[config.mk]
export PLATFORM = sky130hd
export DESIGN_NAME = ramp_adc_ctrl
export DESIGN_NICKNAME = d
export VERILOG_FILES = /design/src/rtl/ramp_adc_pkg.sv /design/src/rtl/ramp_sync.sv /design/src/rtl/ramp_counter.sv /design/src/rtl/ramp_seq.sv /design/src/rtl/ramp_adc_ctrl.sv
export SDC_FILE = /design/constraint.sdc
export NUM_CORES = 1
export LEC_CHECK = 0
export ABC_AREA = 1
export BUFFER_PORTS_ARGS = -buffer_cell sky130_fd_sc_hd__buf_4
export CAP_MARGIN = 5
export CORE_ASPECT_RATIO = 0.8
export CORE_UTILIZATION = 39
export CTS_CLUSTER_SIZE = 10
export DETAILED_ROUTE_END_ITERATION = 7
export PLACE_DENSITY_LB_ADDON = 0.2
export SYNTH_ARGS = -nofsm -noshare
export SYNTH_HDL_FRONTEND = slang
export SYNTH_HIERARCHICAL = 1
export SYNTH_SLANG_ARGS = --single-unit
[constraint.sdc]
create_clock -name clk_i -period 3.7 [get_ports clk_i]
set_input_delay 0.37 -clock clk_i [delete_from_list [all_inputs] [get_ports clk_i]]
set_output_delay 0.37 -clock clk_i [all_outputs]
set_load 0.02 [all_outputs]
[src/rtl/ramp_adc_pkg.sv]
package ramp_adc_pkg;
  typedef enum logic [1:0] {
    ST_IDLE   = 2'd0,
    ST_SAMPLE = 2'd1,
    ST_COUNT  = 2'd2
  } ramp_state_e;

  localparam int unsigned SYNC_STAGES = 2;
  localparam int unsigned SETTLE_CLKS = SYNC_STAGES;
endpackage

[src/rtl/ramp_sync.sv]
module ramp_sync #(
  parameter int unsigned STAGES = 2
) (
  input  logic clk_i,
  input  logic rst_ni,
  input  logic d_i,
  output logic q_o
);
  logic [STAGES-1:0] sync_q;

  always_ff @(posedge clk_i or negedge rst_ni) begin
    if (!rst_ni) sync_q <= '0;
    else         sync_q <= {sync_q[STAGES-2:0], d_i};
  end

  assign q_o = sync_q[STAGES-1];
endmodule

[src/rtl/ramp_counter.sv]
module ramp_counter #(
  parameter int unsigned WIDTH = 8
) (
  input  logic             clk_i,
  input  logic             rst_ni,
  input  logic             clr_i,
  input  logic             inc_i,
  output logic [WIDTH-1:0] cnt_o,
  output logic             full_o
);
  logic [WIDTH-1:0] cnt_q;

  always_ff @(posedge clk_i or negedge rst_ni) begin
    if (!rst_ni)    cnt_q <= '0;
    else if (clr_i) cnt_q <= '0;
    else if (inc_i) cnt_q <= cnt_q + 1'b1;
  end

  assign cnt_o  = cnt_q;
  assign full_o = &cnt_q;
endmodule

[src/rtl/ramp_seq.sv]
module ramp_seq
  import ramp_adc_pkg::*;
#(
  parameter int unsigned ACQ_W = 4
) (
  input  logic             clk_i,
  input  logic             rst_ni,
  input  logic             start_i,
  input  logic [ACQ_W-1:0] acq_cycles_i,
  input  logic             tick_i,
  input  logic             above_i,
  input  logic             full_i,
  output logic             clr_o,
  output logic             inc_o,
  output logic             finish_o,
  output logic             sat_o,
  output logic             sample_o,
  output logic             busy_o
);
  localparam int unsigned SETTLE_W = $clog2(SETTLE_CLKS + 1);
  localparam logic [SETTLE_W-1:0] SETTLE_LOAD = SETTLE_W'(SETTLE_CLKS);

  ramp_state_e      state_q;
  logic [ACQ_W-1:0] acq_q;
  logic [SETTLE_W-1:0] settle_q;
  logic             decide;

  // evaluate only once the synchronizer reflects the current code
  assign decide   = (state_q == ST_COUNT) && (settle_q == '0) && tick_i;
  assign inc_o    = decide && above_i && !full_i;
  assign finish_o = decide && (!above_i || full_i);
  assign sat_o    = above_i && full_i;
  assign clr_o    = (state_q == ST_IDLE) && start_i;
  assign sample_o = (state_q == ST_SAMPLE);
  assign busy_o   = (state_q != ST_IDLE);

  always_ff @(posedge clk_i or negedge rst_ni) begin
    if (!rst_ni) begin
      state_q  <= ST_IDLE;
      acq_q    <= '0;
      settle_q <= '0;
    end else begin
      unique case (state_q)
        ST_IDLE: begin
          if (start_i) begin
            state_q <= ST_SAMPLE;
            acq_q   <= acq_cycles_i;
          end
        end
        ST_SAMPLE: begin
          if (acq_q == '0) begin
            state_q  <= ST_COUNT;
            settle_q <= SETTLE_LOAD;
          end else begin
            acq_q <= acq_q - 1'b1;
          end
        end
        ST_COUNT: begin
          if (finish_o)            state_q  <= ST_IDLE;
          else if (inc_o)          settle_q <= SETTLE_LOAD;
          else if (settle_q != '0) settle_q <= settle_q - 1'b1;
        end
        default: state_q <= ST_IDLE;
      endcase
    end
  end
endmodule

[src/rtl/ramp_adc_ctrl.sv]
module ramp_adc_ctrl
  import ramp_adc_pkg::*;
#(
  parameter int unsigned WIDTH = 8,
  parameter int unsigned ACQ_W = 4
) (
  input  logic             clk_i,
  input  logic             rst_ni,
  input  logic             start_i,
  input  logic [ACQ_W-1:0] acq_cycles_i,
  input  logic             tick_i,
  input  logic             cmp_above_i,
  output logic [WIDTH-1:0] dac_code_o,
  output logic             sample_o,
  output logic             busy_o,
  output logic             done_o,
  output logic [WIDTH-1:0] result_o,
  output logic             sat_o
);
  logic             above_s;
  logic             clr, inc, full, finish, sat_now;
  logic [WIDTH-1:0] cnt;
  logic [WIDTH-1:0] result_q;
  logic             sat_q, done_q;

  ramp_sync #(.STAGES(SYNC_STAGES)) u_sync (
    .clk_i (clk_i),
    .rst_ni(rst_ni),
    .d_i   (cmp_above_i),
    .q_o   (above_s)
  );

  ramp_counter #(.WIDTH(WIDTH)) u_cnt (
    .clk_i (clk_i),
    .rst_ni(rst_ni),
    .clr_i (clr),
    .inc_i (inc),
    .cnt_o (cnt),
    .full_o(full)
  );

  ramp_seq #(.ACQ_W(ACQ_W)) u_seq (
    .clk_i       (clk_i),
    .rst_ni      (rst_ni),
    .start_i     (start_i),
    .acq_cycles_i(acq_cycles_i),
    .tick_i      (tick_i),
    .above_i     (above_s),
    .full_i      (full),
    .clr_o       (clr),
    .inc_o       (inc),
    .finish_o    (finish),
    .sat_o       (sat_now),
    .sample_o    (sample_o),
    .busy_o      (busy_o)
  );

  always_ff @(posedge clk_i or negedge rst_ni) begin
    if (!rst_ni) begin
      result_q <= '0;
      sat_q    <= 1'b0;
      done_q   <= 1'b0;
    end else begin
      done_q <= finish;
      if (finish) begin
        result_q <= cnt;
        sat_q    <= sat_now;
      end
    end
  end

  assign dac_code_o = cnt;
  assign result_o   = result_q;
  assign sat_o      = sat_q;
  assign done_o     = done_q;
endmodule

==> reports/metrics.cfg <==
[run_status]
status=finished, final reports clean

[synth]
postSynthCellCount=186
synth_top_area_share_pct=49.34
yosys_warnings=6
ys_ff_latch=28
seq_area_frac_synth_pct=49.34
yosys.area.top_type=dfrtp_1
synthTopCellsByArea=dfrtp_1, nand2_1, inv_1
syn_area_mm2=0.001420
syn_nets=198
post_synth.cell_area_avg_um2=7.635
yosys.cell_types.count=19

[die]
die_width_um=69.47
initial_core_util_pct=41.20
die-height_um=55.97
num_rows=19
coreArea_mm2=0.003447
fp.dieArea_mm2=0.003888
io_pins=29

[power_and_ir_drop]
p_per_area_mw_per_mm2=647.1
peakVddDrop_uv=231.7
combPwrFrac_pct=40.9
pwr-share-seq_pct=37.9
pwr-share-clk_pct=21.2
leakage_uw=0.0009896
p_sw_uw=448.1
intPower_uw=686.3
sw_frac_of_total_pct=39.50

[route]
wl_um=2882
via_per_inst=4.650
drtIter0Drc=84
drt-pass1-iter-count=4
vias=1209
drc_errors=0
wl_per_cell_um=11.08
ant_nets=0

[final_layout]
layout.nets=231
nFillCells=343
diodes=0
drive_gt1_share_pct=21.10
fin_cells=260
synthToLayoutAreaGrowth_pct=23.44

[run]
maxCapViolations=0

[critical_path]
critPathLaunch=u_cnt/cnt_o[1]$_DFFE_PN0P_
cp.required_ns=3.87
crit_chain=ha_1 > nand2_1 > inv_1 > and3_1 > inv_1 > nand2_1 > nor2_2 > nor2_2 > nor2_2 > nand3_1 > nand2_1 > nor2_1
cp_max_fo=6
max_stage_delay_ns=0.46
worstSetupPathType=reg -> reg
timing.rr.start=u_cnt/cnt_o[1]$_DFFE_PN0P_
cp.buffers_inverters=2
endpoint_kind=register
cp_slowest_cell=dfrtp_1
cp_data_arrival_time_ns=2.22
crit_family=simple AND/OR/NAND/NOR gates
critPathLaunchType=register

[clock_tree]
cts_tree=yes
clk-insertion-delay-late_ns=0.27
clockBufferDepth=2
ctsResizeCount=0
cts_htree_levels=1
cts_root_buf=clkbuf_8
clock_sinks=28
post-cts-setup-buffer-count=0
cts_hold_buffers=1
cts_buffers=3
cts.reportedPaths.clkPinSlew_ns=0.09

[sta]
finalSetupTns_ns=0
timing.fmax_mhz=488.9
min_period_ns=2.046
fin_hold_ws_ns=0.1967
fin_worst_skew_ns=0.004154
slew_violations=0
max_slew.worst_pin.slew_ns=0.3620
max-slew-margin-rel_pct=75.86
rsz0062_at_grt=false
setup_viol=0
period_share_pct=55.28
finalHoldViolCount=0

[global_routing]
grt_pass1_vias=1064
grt-ovfl-total=0
antenna_found_initial=0
grt_usage_pct=16.28
grt_start_max_net_pins=29
grt_first_pass_wirelength_um=5002

[placement]
gp_congestion=0.7371
dp_cells=255
io_buffers=28
hpwl_um=2134

[min_path]
hp-start=cmp_above_i
hp-class=in -> reg

==> final cells by class <==
class                      count  area (um^2)  area share [%]
clock inverter                 1        30.03           1.713
inverter                      27        101.3           5.782
sequential                    28        700.7           39.97
multi-input combinational    130        606.8           34.62
timing repair buffer          29        220.2           12.56
tap                           42        52.55           2.998
clock buffer                   3        41.29           2.355
==> path summary, 6_finish.rpt <==
kind | slack (ns) | depth (start not counted) | end
hold reg to reg | 0.35 | 0 | u_sync/sync_q[1]$_DFF_PN0_
setup / recovery | 1.65 | 12 | u_cnt/cnt_o[7]$_DFFE_PN0P_
min in group asynchronous | 0.54 | 2 | result_o[5]$_DFFE_PN0P_
hold / removal | 0.20 | 1 | u_sync/sync_q[0]$_DFF_PN0_
setup reg to reg | 1.65 | 12 | u_cnt/cnt_o[7]$_DFFE_PN0P_
max in group asynchronous | 2.89 | 2 | u_cnt/cnt_o[3]$_DFFE_PN0P_
==> cell families after synthesis <==
family          Yosys count  share of synthesized area (%)
simple gates            111                          34.45
compound gates           16                          5.638
fa+ha+maj                 3                          2.643
flops                    28                          49.34
buf+inv                  28                          7.930
==> layer usage <==
metal / wire length, um / share of wire, % / vias to the layer above / track usage, %
met5: 0 / 0 / - / 0
li1: - / - / 644 / -
met4: 9 / 0.31 / 0 / 2.624
met1: 1561 / 54 / 536 / 25.85
met2: 1175 / 41 / 27 / 22.19
met3: 135 / 4.7 / 2 / 4.348
==> cells in the mapped netlist <==
library cell and instances:
inv_1 24, o21ai_1 6, nor3_1 1, or2_1 1, nor2_1 16, o21ai_0 5, dfrtp_1 28, nor2_4 1
nand2_4 2, nand2_2 3, and3_1 1, nand2_1 64, nand3_1 15, ha_1 3, a21oi_1 5, buf_6 1
inv_2 3, nand4_1 2, nor2_2 5
==> sequential cells by signal, indices dropped and copies added (netlist names) <==
register        cells
result_o            8
u_cnt/cnt_o         8
u_seq/acq_q         4
u_seq/settle_q      2
u_seq/state_q       2
u_sync/sync_q       2
done_o              1
sat_o               1
==> stage by stage <==
step                worst slack (ns)  instance area, um^2  total power [uW]  util, %
global route                   1.453                 1753              1233    50.85
floorplan                      1.819                 1420             765.1        -
finish                         1.654                 1753              1134    50.85
global placement               1.676                 1672             895.9    48.49
CTS                            1.659                 1753              1148    50.85
detailed placement             1.690                 1672             901.3    48.49
==> placed cells by master, fill, tap and decap left out, drive strengths merged <==
master | Yosys | routed
clkbuf | 0 | 3
nand4 | 2 | 2
dlygate4sd3 | 0 | 1
buf | 1 | 28
nand3 | 15 | 15
and3 | 1 | 1
nor2 | 22 | 22
inv | 27 | 27
o21ai | 11 | 11
or2 | 1 | 1
a21oi | 5 | 5
bufinv | 0 | 1
dfrtp | 28 | 28
ha | 3 | 3
nor3 | 1 | 1
nand2 | 69 | 69
==> power by group through the flow <==
stage / clock network, uW / registers [uW] / logic [uW]
2_1_floorplan: 0 / 448 / 317
3_3_place_gp: 0 / 436 / 460
3_5_place_dp: 0 / 435 / 466
4_1_cts: 250 / 429 / 469
5_1_grt: 259 / 440 / 534
6_report: 241 / 430 / 464
Power figures use the tool's default switching activity.
